$ cat src/rtl/sram_seq_pkg.sv
package sram_seq_pkg;

    typedef enum logic {
        MODE_PIPE = 1'b0,
        MODE_HALF = 1'b1
    } sram_mode_e;

endpackage

$ cat src/rtl/sram_seq_phase.sv
module sram_seq_phase
    import sram_seq_pkg::*;
(
    input  logic clk,
    input  logic rst_n,
    input  logic mode_i,
    output logic slot_o
);
    typedef struct packed {
        logic odd;
    } ph_st_t;

    ph_st_t st_d, st_q;
    sram_mode_e mode;

    assign mode = sram_mode_e'(mode_i);

    always_comb begin
        st_d     = st_q;
        st_d.odd = ~st_q.odd;
    end

    always_ff @(posedge clk) begin
        if (!rst_n) st_q <= '0;
        else        st_q <= st_d;
    end

    assign slot_o = (mode == MODE_PIPE) ? 1'b1 : ~st_q.odd;

endmodule

$ cat src/rtl/sram_seq_pipe.sv
module sram_seq_pipe
    import sram_seq_pkg::*;
#(
    parameter int ADDR_W = 8,
    parameter int DATA_W = 16,
    parameter int TAG_W  = 4
) (
    input  logic              clk,
    input  logic              rst_n,
    input  logic              mode_i,
    input  logic              slot_i,
    input  logic              in_v_i,
    input  logic              in_w_i,
    input  logic [ADDR_W-1:0] in_addr_i,
    input  logic [DATA_W-1:0] in_wd_i,
    input  logic [TAG_W-1:0]  in_tag_i,
    output logic              a_v_o,
    output logic              a_w_o,
    output logic [ADDR_W-1:0] a_addr_o,
    output logic              d_v_o,
    output logic              d_w_o,
    output logic [DATA_W-1:0] d_wd_o,
    output logic [TAG_W-1:0]  d_tag_o
);
    typedef struct packed {
        logic              v;
        logic              w;
        logic [ADDR_W-1:0] addr;
        logic [DATA_W-1:0] wd;
        logic [TAG_W-1:0]  tag;
    } acc_t;

    typedef struct packed {
        acc_t adr;
        acc_t mid;
        acc_t dat;
    } pipe_st_t;

    pipe_st_t   st_d, st_q;
    acc_t       incoming;
    sram_mode_e mode;

    assign mode = sram_mode_e'(mode_i);

    always_comb begin
        incoming.v    = in_v_i;
        incoming.w    = in_w_i;
        incoming.addr = in_v_i ? in_addr_i : st_q.adr.addr;
        incoming.wd   = in_wd_i;
        incoming.tag  = in_tag_i;

        st_d = st_q;
        if (slot_i) begin
            st_d.adr = incoming;
            if (mode == MODE_PIPE) begin
                st_d.mid = st_q.adr;
                st_d.dat = st_q.mid;
            end else begin
                st_d.mid = '0;
                st_d.dat = st_q.adr;
            end
        end
    end

    always_ff @(posedge clk) begin
        if (!rst_n) st_q <= '0;
        else        st_q <= st_d;
    end

    assign a_v_o    = st_q.adr.v;
    assign a_w_o    = st_q.adr.w;
    assign a_addr_o = st_q.adr.addr;
    assign d_v_o    = st_q.dat.v;
    assign d_w_o    = st_q.dat.w;
    assign d_wd_o   = st_q.dat.wd;
    assign d_tag_o  = st_q.dat.tag;

endmodule

$ cat src/rtl/sram_seq_pins.sv
module sram_seq_pins #(
    parameter int ADDR_W = 8,
    parameter int DATA_W = 16,
    parameter int TAG_W  = 4
) (
    input  logic              clk,
    input  logic              rst_n,
    input  logic              slot_i,
    input  logic              a_v_i,
    input  logic              a_w_i,
    input  logic [ADDR_W-1:0] a_addr_i,
    input  logic              d_v_i,
    input  logic              d_w_i,
    input  logic [DATA_W-1:0] d_wd_i,
    input  logic [TAG_W-1:0]  d_tag_i,
    input  logic [DATA_W-1:0] dq_i,
    output logic              rd_valid_o,
    output logic [DATA_W-1:0] rd_data_o,
    output logic [TAG_W-1:0]  rd_tag_o,
    output logic [ADDR_W-1:0] sram_addr_o,
    output logic              sram_we_n_o,
    output logic              sram_oe_n_o,
    output logic [DATA_W-1:0] sram_dq_o,
    output logic              sram_dq_oe_o
);
    always_comb begin
        sram_addr_o  = a_addr_i;
        sram_we_n_o  = ~(a_v_i & a_w_i);
        sram_oe_n_o  = ~(d_v_i & ~d_w_i);
        sram_dq_oe_o = d_v_i & d_w_i;
        sram_dq_o    = d_wd_i;
        rd_valid_o   = d_v_i & ~d_w_i & slot_i;
        rd_data_o    = dq_i;
        rd_tag_o     = d_tag_i;
    end


    bus_excl_chk: assert property (@(posedge clk) disable iff (!rst_n)
        !(sram_dq_oe_o && !sram_oe_n_o));


    rdv_oe_chk: assert property (@(posedge clk) disable iff (!rst_n)
        rd_valid_o |-> (!sram_oe_n_o && !sram_dq_oe_o));

endmodule

$ cat src/rtl/sram_seq.sv
module sram_seq
    import sram_seq_pkg::*;
#(
    parameter int ADDR_W = 8,
    parameter int DATA_W = 16,
    parameter int TAG_W  = 4
) (
    input  logic              clk,
    input  logic              rst_n,
    input  logic              mode_i,
    input  logic              req_valid_i,
    input  logic              req_write_i,
    input  logic [ADDR_W-1:0] req_addr_i,
    input  logic [DATA_W-1:0] req_wdata_i,
    output logic              req_ready_o,
    output logic              rd_valid_o,
    output logic [DATA_W-1:0] rd_data_o,
    output logic [TAG_W-1:0]  rd_tag_o,
    output logic [ADDR_W-1:0] sram_addr_o,
    output logic              sram_we_n_o,
    output logic              sram_oe_n_o,
    input  logic [DATA_W-1:0] sram_dq_i,
    output logic [DATA_W-1:0] sram_dq_o,
    output logic              sram_dq_oe_o
);
    typedef struct packed {
        logic [TAG_W-1:0] seq;
    } top_st_t;

    top_st_t st_d, st_q;

    logic              slot;
    logic              take;
    logic              a_v, a_w, d_v, d_w;
    logic [ADDR_W-1:0] a_addr;
    logic [DATA_W-1:0] d_wd;
    logic [TAG_W-1:0]  d_tag;

    assign req_ready_o = slot;
    assign take        = req_valid_i & slot;

    always_comb begin
        st_d = st_q;
        if (take) st_d.seq = st_q.seq + 1'b1;
    end

    always_ff @(posedge clk) begin
        if (!rst_n) st_q <= '0;
        else        st_q <= st_d;
    end

    sram_seq_phase u_phase (
        .clk    (clk),
        .rst_n  (rst_n),
        .mode_i (mode_i),
        .slot_o (slot)
    );

    sram_seq_pipe #(
        .ADDR_W (ADDR_W),
        .DATA_W (DATA_W),
        .TAG_W  (TAG_W)
    ) u_pipe (
        .clk       (clk),
        .rst_n     (rst_n),
        .mode_i    (mode_i),
        .slot_i    (slot),
        .in_v_i    (take),
        .in_w_i    (req_write_i),
        .in_addr_i (req_addr_i),
        .in_wd_i   (req_wdata_i),
        .in_tag_i  (st_q.seq),
        .a_v_o     (a_v),
        .a_w_o     (a_w),
        .a_addr_o  (a_addr),
        .d_v_o     (d_v),
        .d_w_o     (d_w),
        .d_wd_o    (d_wd),
        .d_tag_o   (d_tag)
    );

    sram_seq_pins #(
        .ADDR_W (ADDR_W),
        .DATA_W (DATA_W),
        .TAG_W  (TAG_W)
    ) u_pins (
        .clk          (clk),
        .rst_n        (rst_n),
        .slot_i       (slot),
        .a_v_i        (a_v),
        .a_w_i        (a_w),
        .a_addr_i     (a_addr),
        .d_v_i        (d_v),
        .d_w_i        (d_w),
        .d_wd_i       (d_wd),
        .d_tag_i      (d_tag),
        .dq_i         (sram_dq_i),
        .rd_valid_o   (rd_valid_o),
        .rd_data_o    (rd_data_o),
        .rd_tag_o     (rd_tag_o),
        .sram_addr_o  (sram_addr_o),
        .sram_we_n_o  (sram_we_n_o),
        .sram_oe_n_o  (sram_oe_n_o),
        .sram_dq_o    (sram_dq_o),
        .sram_dq_oe_o (sram_dq_oe_o)
    );


    pipe_we_next_chk: assert property (@(posedge clk) disable iff (!rst_n)
        (!mode_i && req_valid_i && req_ready_o && req_write_i) |=> !sram_we_n_o);


    half_ready_alt_chk: assert property (@(posedge clk) disable iff (!rst_n)
        (mode_i && req_ready_o) |=> !req_ready_o);


    half_addr_hold_chk: assert property (@(posedge clk) disable iff (!rst_n)
        (mode_i && !req_ready_o) |=> $stable(sram_addr_o));


    half_we_pair_chk: assert property (@(posedge clk) disable iff (!rst_n)
        (mode_i && $fell(sram_we_n_o)) |=> !sram_we_n_o);


    half_oe_pair_chk: assert property (@(posedge clk) disable iff (!rst_n)
        (mode_i && $fell(sram_oe_n_o)) |=> !sram_oe_n_o);

endmodule

$ cat config.mk
export PLATFORM = sky130hd
export DESIGN_NAME = sram_seq
export DESIGN_NICKNAME = d
export VERILOG_FILES = /design/src/rtl/sram_seq_pkg.sv /design/src/rtl/sram_seq_phase.sv /design/src/rtl/sram_seq_pipe.sv /design/src/rtl/sram_seq_pins.sv /design/src/rtl/sram_seq.sv
export SDC_FILE = /design/constraint.sdc
export NUM_CORES = 1
export LEC_CHECK = 0
export BUFFER_PORTS_ARGS = -buffer_cell sky130_fd_sc_hd__buf_2
export CAP_MARGIN = 20
export CORE_MARGIN = 2
export CORE_UTILIZATION = 48
export CTS_CLUSTER_DIAMETER = 40
export DETAILED_ROUTE_END_ITERATION = 8
export PLACE_DENSITY = 0.77
export REMOVE_ABC_BUFFERS = 1
export SLEW_MARGIN = 30
export SYNTH_ARGS = -nofsm -noshare
export SYNTH_HDL_FRONTEND = slang
export SYNTH_HIERARCHICAL = 1
export SYNTH_SLANG_ARGS = --single-unit
$ cat constraint.sdc
create_clock -name clk -period 1.07 [get_ports clk]
set_input_delay 0.214 -clock clk [delete_from_list [all_inputs] [get_ports clk]]
set_output_delay 0.214 -clock clk [all_outputs]
set_load 0.02 [all_outputs]
==> impl_metrics.yaml, run 1 <==
run_status:
  status: "complete, but fails checks"
  violations: "setup timing"
timing:
  tns_ns: -11.44
  timing.final.ws_setup_ns: -0.330
  hold-worst-slack_ns: 0.124
  max_slew.worst_pin.slew_ns: 0.294
  setup_violations: 75
  hold_viol_final: 0
  clock-skew-final_ns: 0.00589
  rsz0062_at_grt: "yes"
  slew_viol_final: 0
  max_slew_margin: 0.798
  layout_min_cycle_time_ns: 1.40
  fmaxAchievable_mhz: 714
  fin_crit_sh: 1.31
place:
  gp_congestion: 0.781
  dp_cells: 479
  place_hpwl_um: 4310
  port-buffer-count: 61
power:
  p_leak_nw: 2.10
  p_total_mw: 6.83
  peakVddDrop_uv: 722
  power_density_nw_per_um2: 1430
synth:
  synth-main-ff-cell: "dfxtp_1"
  synthArstFlopShare: 0
  ys_seq_elements: 79
  yosysWarnings: 6
  yosysTopAreaCellShare: 0.410
  ys_seq_area_frac: 0.410
  ys_types: 27
  syn-cell-area_um2: 3860
  synth.area.top_cells: "dfxtp_1 (41%), buf_4 (15%), mux2i_1 (11%), nand3b_1 (4.3%), nand2b_1 (3.7%)"
  synth.avg_cell_area_um2: 9.64
  synth_area_leader_cell: "dfxtp_1"
  syn_inst: 400
  synth_edf_count: 0
finish:
  nNetsFinal: 464
  instances_no_fill: 525
  fill_cells: 648
  layout_commonest_cell: "dfxtp_1"
  drive_above_1_share: 0.456
  areaGrowthSynthToFinish_pct: 23.9
  n_antenna_cell: 0
  mostFrequentLayoutCells: "dfxtp_1 (47), mux2i_1 (43), buf_4 (41), dfxtp_2 (31), buf_2 (28)"
floorplan:
  io_pins: 94
  initial_core_util: 0.497
  rows: 32
  die_y_um: 93.6
  die_width_um: 93.6
  dieArea_um2: 8770
  core-area_um2: 7770
clock_tree:
  clock-sinks: 79
  cts.htree.levels: 3
  cts_hold_buffers: 0
  clk_pin_slew_worst_paths_ns: 0.08
  clkLatencyLatePin_ns: 0.35
  cts_buffers: 9
  clockBufferDepth: 2
  cts_root_buf: "clkbuf_8"
  cts_tree: "yes"
routing:
  drt_iter0_markers: 79
  firstDrtPassIters: 4
  drt_wl_total_um: 7880
  via_per_inst: 5.13
  wl_per_cell_um: 15.0
  drc: 0
  vias: 2693
  final_antenna_net_count: 0
worst_setup_path:
  worst_setup_path_end_kind: "flip-flop"
  rr_startpoint: "u_phase/st_q"
  crit_start: "u_phase/st_q"
  worstSetupPathType: "reg2reg"
  rrSetupSlack_ns: -0.33
  start_kind: "flip-flop"
  critPathMaxFanout: 4
  arrival_ns: 1.65
  cp.required_ns: 1.32
run:
  drv_cap: 0
global_route:
  antenna_found_initial: 0
  grt_pass1_wl_um: 11500
  grt-ovfl-total: 0
  groute.usage.overall: 0.167
  grt_max_degree: 43
  grt_pass1_vias: 2473
worst_hold_path:
  holdCritStartpoint: "req_wdata_i[15]"
  min_path_type: "in2reg"
registers in the layout, summed over array words and instances (netlist names):
signal and count:
u_pipe/d_tag_o 4, u_pipe/d_wd_o 16, u_pipe/a_addr_o 8, u_pipe/d_w_o 1, u_pipe/a_w_o 1, st_q 4
u_phase/st_q 1, u_pipe/st_q 42, u_pipe/a_v_o 1, u_pipe/d_v_o 1
report_power, final:
part | internal (mW) | leakage (nW) | switching (mW)
logic | 0.601 | 1.32 | 0.484
clock network | 1.44 | 0.120 | 1.09
registers | 3.10 | 0.660 | 0.106
critical path, cell delays in order (launching register included):
cell	delay (ns)
dfxtp_2	0.35
nand2_4	0.06
buf_4	0.14
buf_8	0.13
buf_4	0.14
clkbuf_16	0.14
buf_4	0.13
mux2i_1	0.16
nor2b_1	0.06
area by class of cell:
type / instances / area [um2] / share of cell area
Timing Repair inverter: 2 / 15.0 / 0.00314
Tap cell: 102 / 128 / 0.0267
Clock inverter: 5 / 78.8 / 0.0165
Clock buffer: 11 / 151 / 0.0317
Sequential cell: 79 / 1620 / 0.340
Timing Repair Buffer: 105 / 1020 / 0.214
Inverter: 1 / 7.51 / 0.00157
Multi-Input combinational cell: 220 / 1750 / 0.366
stage by stage:
stage,utilization,instance area (um2),setup WS (ns)
after floorplan,-,3150,-2.49
after global placement,0.484,3760,-0.147
after detailed placement,0.484,3760,-0.192
after CTS,0.556,4320,-0.346
after global routing,0.615,4780,-0.367
final,0.615,4780,-0.330
metal layers:
metal  vias up  GRT usage  part of all wire
met5         -          0                 0
met1      1303      0.212              0.44
met4         0     0.0556            0.0056
li1       1323          -                 -
met2        63      0.260              0.50
met3         4     0.0677             0.053
cell families after synthesis:
logic type | synth area share
fa+ha+maj | 0.00324
compound gates | 0.136
simple gates | 0.148
xor+xnor | 0.00454
mux | 0.114
flops | 0.410
buf+inv | 0.184
cell usage after synthesis (3+ instances only):
master,n
clkbuf_1,10
o21a_1,8
a21boi_1,19
o21ai_0,23
nand2b_1,23
nand2_1,3
buf_4,78
nand3b_1,22
mux2i_1,44
nand3_1,3
and3_1,8
dfxtp_1,79
buf_2,8
a21oi_1,22
a21boi_0,13
nor2b_1,23
worst paths after layout:
| check | to | cells past startpoint |
|---|---|---|
| max | u_pipe/st_q[62] | 8 |
| min | u_pipe/st_q[79] | 3 |
| max reg2reg | u_pipe/st_q[62] | 8 |
| min reg2reg | u_pipe/st_q[35] | 2 |
repair_timing:
item,CTS,global route
pin swaps,2,19
gates resized for setup,94,79
gates cloned,4,4
endpoints found under the setup margin,73,110
buffers inserted,7,16
(Power assumes the default switching activity.)
==> inputs of run 2 (changes only) <==
--- a/config.mk
+++ b/config.mk
@@ -8,12 +8,12 @@
 export BUFFER_PORTS_ARGS = -buffer_cell sky130_fd_sc_hd__buf_2
 export CAP_MARGIN = 20
 export CORE_MARGIN = 2
-export CORE_UTILIZATION = 48
+export CORE_UTILIZATION = 50
 export CTS_CLUSTER_DIAMETER = 40
 export DETAILED_ROUTE_END_ITERATION = 8
-export PLACE_DENSITY = 0.77
+export PLACE_DENSITY = 0.76
+export RECOVER_POWER = 100
 export REMOVE_ABC_BUFFERS = 1
-export SLEW_MARGIN = 30
 export SYNTH_ARGS = -nofsm -noshare
 export SYNTH_HDL_FRONTEND = slang
 export SYNTH_HIERARCHICAL = 1
==> constraint.sdc (replaced) <==
create_clock -name clk -period 1.5 [get_ports clk]
set_input_delay 0.3 -clock clk [delete_from_list [all_inputs] [get_ports clk]]
set_output_delay 0.3 -clock clk [all_outputs]
set_load 0.02 [all_outputs]
==> run 2 against run 1 <==
The flow now finishes without violations. Via count shrank 9.1%. Non-clock buffer count shrank 32. Fmax grew 0.79%. Die area shrank 3.8%. Register-to-register slack gained 0.44 ns. Flip-flop and latch count is the same. Critical path type unchanged. Largest cell class is now flip-flops and latches.
==> impl_metrics.yaml, run 2 (synthesis results as in run 1) <==
run_status:
  status: "finished, final reports clean"
routing:
  via_per_inst: 4.98
  drt_iter0_markers: 97
  wl_per_cell_um: 13.2
  drt_wl_total_um: 6470
  drc: 0
  firstDrtPassIters: 4
  vias: 2447
  final_antenna_net_count: 0
clock_tree:
  cts.htree.levels: 3
  cts_root_buf: "clkbuf_8"
  clockBufferDepth: 2
  cts_buffers: 9
  clkLatencyLatePin_ns: 0.34
  clock-sinks: 79
  cts_tree: "yes"
  clk_pin_slew_worst_paths_ns: 0.08
floorplan:
  die_y_um: 91.8
  initial_core_util: 0.507
  rows: 32
  die_width_um: 91.8
  io_pins: 94
  core-area_um2: 7610
  dieArea_um2: 8430
finish:
  nNetsFinal: 430
  largest_reg_flops: 42
  regMostFlops: "u_pipe/st_q"
  drive_above_1_share: 0.157
  areaGrowthSynthToFinish_pct: 0.584
  postLayoutCellArea_um2: 3880
  layout_commonest_cell: "dfxtp_1"
  instances_no_fill: 491
  n_antenna_cell: 0
  fill_cells: 749
  mostFrequentLayoutCells: "dfxtp_1 (78), mux2i_1 (44), clkbuf_1 (32), a21boi_0 (30), buf_2 (28)"
timing:
  fin_crit_sh: 0.926
  clock-skew-final_ns: 0.00468
  max_slew_margin: 0.533
  setup_violations: 0
  max_slew.worst_pin.slew_ns: 0.701
  hold-worst-slack_ns: 0.218
  hold_viol_final: 0
  slew_viol_final: 0
  rsz0062_at_grt: "no"
  layout_min_cycle_time_ns: 1.39
  fmaxAchievable_mhz: 720
global_route:
  grt_max_degree: 80
  antenna_found_initial: 0
  grt_pass1_wl_um: 10500
  grt-ovfl-total: 0
  groute.usage.overall: 0.156
  grt_pass1_vias: 2317
power:
  peakVddDrop_uv: 441
  p_total_mw: 4.43
  power_density_nw_per_um2: 1140
  p_leak_nw: 1.63
worst_setup_path:
  worst_setup_path_end_kind: "flip-flop"
  worstSetupPathType: "reg2reg"
  arrival_ns: 1.62
  cp.required_ns: 1.73
  critPathMaxFanout: 45
  start_kind: "flip-flop"
place:
  place_area_um2: 3690
  dp_cells: 471
  port-buffer-count: 61
  place_hpwl_um: 3830
  gp_congestion: 0.677
run:
  drv_cap: 0
worst_hold_path:
  min_path_type: "in2reg"
run 2: cell types whose count changed in the layout (fill, tap and decap cells not counted), sizes merged:
cell and delta:
bufbuf -1, clkbuf +34, clkinvlp -2, clkinv +2, buf -67
run 2: through the flow:
stage	setup WS [ns]	setup TNS (ns)	utilization
after detailed placement	0.0736	0	0.485
after floorplan	-2.06	-124.34	-
after CTS	-0.00869	-0.00869	0.522
after global routing	0.0161	0	0.510
final	0.111	0	0.510
after global placement	0.124	0	0.485
run 2: path summary, 6_finish.rpt:
| path | from | end | slack (ns) | depth (start not counted) |
|---|---|---|---|---|
| worst max register to register | u_phase/st_q | u_pipe/st_q[64] | 0.11 | 5 |
| worst min register to register | u_phase/st_q | u_phase/st_q | 0.43 | 1 |
| worst min-delay path | req_wdata_i[4] | u_pipe/st_q[68] | 0.22 | 3 |
| worst max-delay path | u_phase/st_q | u_pipe/st_q[64] | 0.11 | 5 |
run 2: critical path, cell delays in order, from the launching register on:
cell     delay [ns]
dfxtp_2        0.34
nand2_4        0.07
buf_4          0.14
buf_4          0.39
mux2i_1        0.27
nor2b_1        0.06
run 2: repair_timing:
action | 4_1_cts | 5_1_grt
pin swaps | 0 | 0
gates cloned | 1 | 0
endpoints found under the setup margin | 1 | 2
hold buffers | 0 | 0
setup buffers | 4 | 0
gates resized for setup | 3 | 0
run 2: metal layers:
metal	share of wire	GRT usage	wire, um
met1	0.47	0.187	3040
met2	0.45	0.245	2880
met3	0.074	0.0789	482
met4	0.011	0.0448	70
met5	0	0	0
run 2: final cells by class:
| class | count | area [um2] | share of cell area |
|---|---|---|---|
| sequential | 79 | 1580 | 0.408 |
| multi-input combinational | 220 | 1570 | 0.406 |
| timing repair buffer | 73 | 380 | 0.0980 |
| tap | 102 | 128 | 0.0329 |
| clock buffer | 9 | 124 | 0.0319 |
| clock inverter | 7 | 87.6 | 0.0226 |
| inverter | 1 | 3.75 | 0.000967 |
run 2: power breakdown:
group	leakage, nW	internal (mW)	switching, mW
clock	0.109	0.925	0.748
combinational	0.869	0.224	0.269
sequential	0.648	2.20	0.0656
==> inputs of run 3 (changes only) <==
--- a/config.mk
+++ b/config.mk
@@ -7,13 +7,14 @@
 export LEC_CHECK = 0
 export BUFFER_PORTS_ARGS = -buffer_cell sky130_fd_sc_hd__buf_2
 export CAP_MARGIN = 20
-export CORE_MARGIN = 2
+export CORE_MARGIN = 5
 export CORE_UTILIZATION = 50
 export CTS_CLUSTER_DIAMETER = 40
 export DETAILED_ROUTE_END_ITERATION = 8
 export PLACE_DENSITY = 0.76
 export RECOVER_POWER = 100
 export REMOVE_ABC_BUFFERS = 1
+export SETUP_SLACK_MARGIN = 0.15
 export SYNTH_ARGS = -nofsm -noshare
 export SYNTH_HDL_FRONTEND = slang
 export SYNTH_HIERARCHICAL = 1
==> run 3 against run 2 <==
First-iteration DRC count down 24%. Critical path depth down 1. Hold slack worse by 0.0052 ns. Sequential share of layout area down 1.1 points. Wire length up 5.4%. Flip-flop and latch count unchanged. Fmax down 6.1%. Critical path type is now reg2out. Critical endpoint is now rd_valid_o. Largest power group unchanged.
==> impl_metrics.yaml, run 3 (synthesis results as in run 1) <==
place:
  gp_congestion: 0.675
  port-buffer-count: 61
  place_hpwl_um: 4030
power:
  pwr-share-clk: 0.384
  p_int_mw: 3.47
  comb_power_share: 0.116
  p_seq_frac: 0.500
  p_leak_nw: 1.66
  p_sw_mw: 1.07
  power_density_nw_per_um2: 1140
  p_total_mw: 4.54
  swShare: 0.235
  peakVddDrop_uv: 404
finish:
  fill_cells: 698
  layout_commonest_cell: "dfxtp_1"
  multiInputGateArea_um2: 1590
  mostFrequentLayoutCells: "dfxtp_1 (76), mux2i_1 (44), buf_2 (32), clkbuf_1 (30)"
  areaGrowthSynthToFinish_pct: 3.50
  drive_above_1_share: 0.183
  n_antenna_cell: 0
  largest_reg_flops: 42
  regMostFlops: "u_pipe/st_q"
  regArea_um2: 1590
  nNetsFinal: 435
timing:
  fmaxAchievable_mhz: 676
  setup_violations: 0
  clock-skew-final_ns: 0.00868
  layout_min_cycle_time_ns: 1.48
  hold_viol_final: 0
  rsz0062_at_grt: "yes"
  hold-worst-slack_ns: 0.212
  max_slew_margin: 0.553
  max_slew.worst_pin.slew_ns: 0.670
  slew_viol_final: 0
  fin_crit_sh: 0.986
worst_hold_path:
  min_path_type: "in2reg"
  holdCritStartpoint: "req_wdata_i[0]"
clock_tree:
  clock-sinks: 79
  cts_tree: "yes"
  cts_buffers: 9
  cts_hold_buffers: 0
  cts.htree.levels: 3
  clkLatencyLatePin_ns: 0.34
  cts_root_buf: "clkbuf_8"
  clockBufferDepth: 2
  clk_pin_slew_worst_paths_ns: 0.07
floorplan:
  rows: 32
  io_pins: 94
  dieArea_um2: 9570
  core-area_um2: 7610
  die_width_um: 97.8
  die_y_um: 97.8
  initial_core_util: 0.507
worst_setup_path:
  arrival_ns: 1.18
  critPathMaxFanout: 4
  worstSetupPathType: "reg2out"
  critical-path-max-stage-delay_ns: 0.36
  worst_setup_path_end_kind: "output port"
  cp.required_ns: 1.20
  start_kind: "flip-flop"
  cp_slowest_cell: "dfxtp_2"
  rr_startpoint: "u_phase/st_q"
  crit_chain: "nand2_4 > buf_12 > and3b_1 > buf_6"
  crit_start: "u_phase/st_q"
global_route:
  grt_pass1_vias: 2341
  grt-ovfl-total: 0
  grt_pass1_wl_um: 11100
  antenna_found_initial: 0
  grt_max_degree: 80
  groute.usage.overall: 0.139
routing:
  via_per_inst: 5.03
  firstDrtPassIters: 6
  drc: 0
  wl_per_cell_um: 13.8
  drt_wl_total_um: 6820
  drt_iter0_markers: 74
  final_antenna_net_count: 0
  vias: 2494
run_status:
  status: "finished, final reports clean"
run:
  drv_cap: 0
==> run 3: cell types whose count changed in the layout (fill, tap and decap cells not counted), moves of 3 or more <==
| cell | before | now |
|---|---|---|
| clkinv_2 | 4 | 1 |
| a21boi_0 | 30 | 18 |
| clkbuf_2 | 6 | 3 |
| buf_4 | 4 | 7 |
| buf_2 | 28 | 32 |
| a21boi_1 | 2 | 13 |
==> run 3: worst max-delay path, delay by kind of cell (launching register included) <==
kind | cells | cell delay (ns)
buf+inv | 2 | 0.26
flops | 1 | 0.36
simple gates | 2 | 0.23
==> run 3: what timing repair did <==
item	4_1_cts	5_1_grt
setup endpoints to repair	3	12
buffers inserted	3	2
resized for setup	11	6
gates cloned	3	1
pin swaps	2	2
==> run 3: area by class of cell <==
cell class / instances / area share
clock buffer: 13 / 0.0398
clock inverter: 3 / 0.0163
inverter: 1 / 0.00188
multi-input combinational: 220 / 0.399
sequential: 79 / 0.397
tap: 102 / 0.0320
timing repair buffer: 76 / 0.111
timing repair inverter: 2 / 0.00376
==> run 3: per-stage QoR <==
stage	setup TNS [ns]	setup slack (ns)	util	cell area (um2)	cells
4_1_cts	-0.00993	-0.00993	0.530	4030	493
2_1_floorplan	-124.34	-2.06	-	3150	300
6_report	0	0.0206	0.525	3990	496
3_3_place_gp	0	0.128	0.487	3700	471
5_1_grt	-0.0342	-0.0325	0.525	3990	496
3_5_place_dp	0	0.0505	0.487	3700	471
==> run 3: final timing paths <==
kind                     end  depth (start not counted)  slack, ns
min          u_pipe/st_q[64]                          3       0.21
min reg2reg     u_phase/st_q                          1       0.44
max reg2reg  u_pipe/st_q[36]                          6       0.12
max               rd_valid_o                          4       0.02
==> run 3: power by group through the flow <==
| stage | clock network [mW] | registers [mW] | logic [mW] |
|---|---|---|---|
| final | 1.74 | 2.27 | 0.529 |
| after detailed placement | 0 | 2.32 | 0.510 |
| after global placement | 0 | 2.31 | 0.501 |
| after floorplan | 0 | 2.36 | 0.263 |
| after global routing | 1.89 | 2.28 | 0.588 |
| after CTS | 1.80 | 2.27 | 0.551 |
==> run 3: routing by layer <==
| layer | global-route usage | part of all wire |
|---|---|---|
| met5 | 0 | 0 |
| met4 | 0.0447 | 0.011 |
| met3 | 0.0686 | 0.073 |
| met2 | 0.208 | 0.45 |
| met1 | 0.176 | 0.46 |
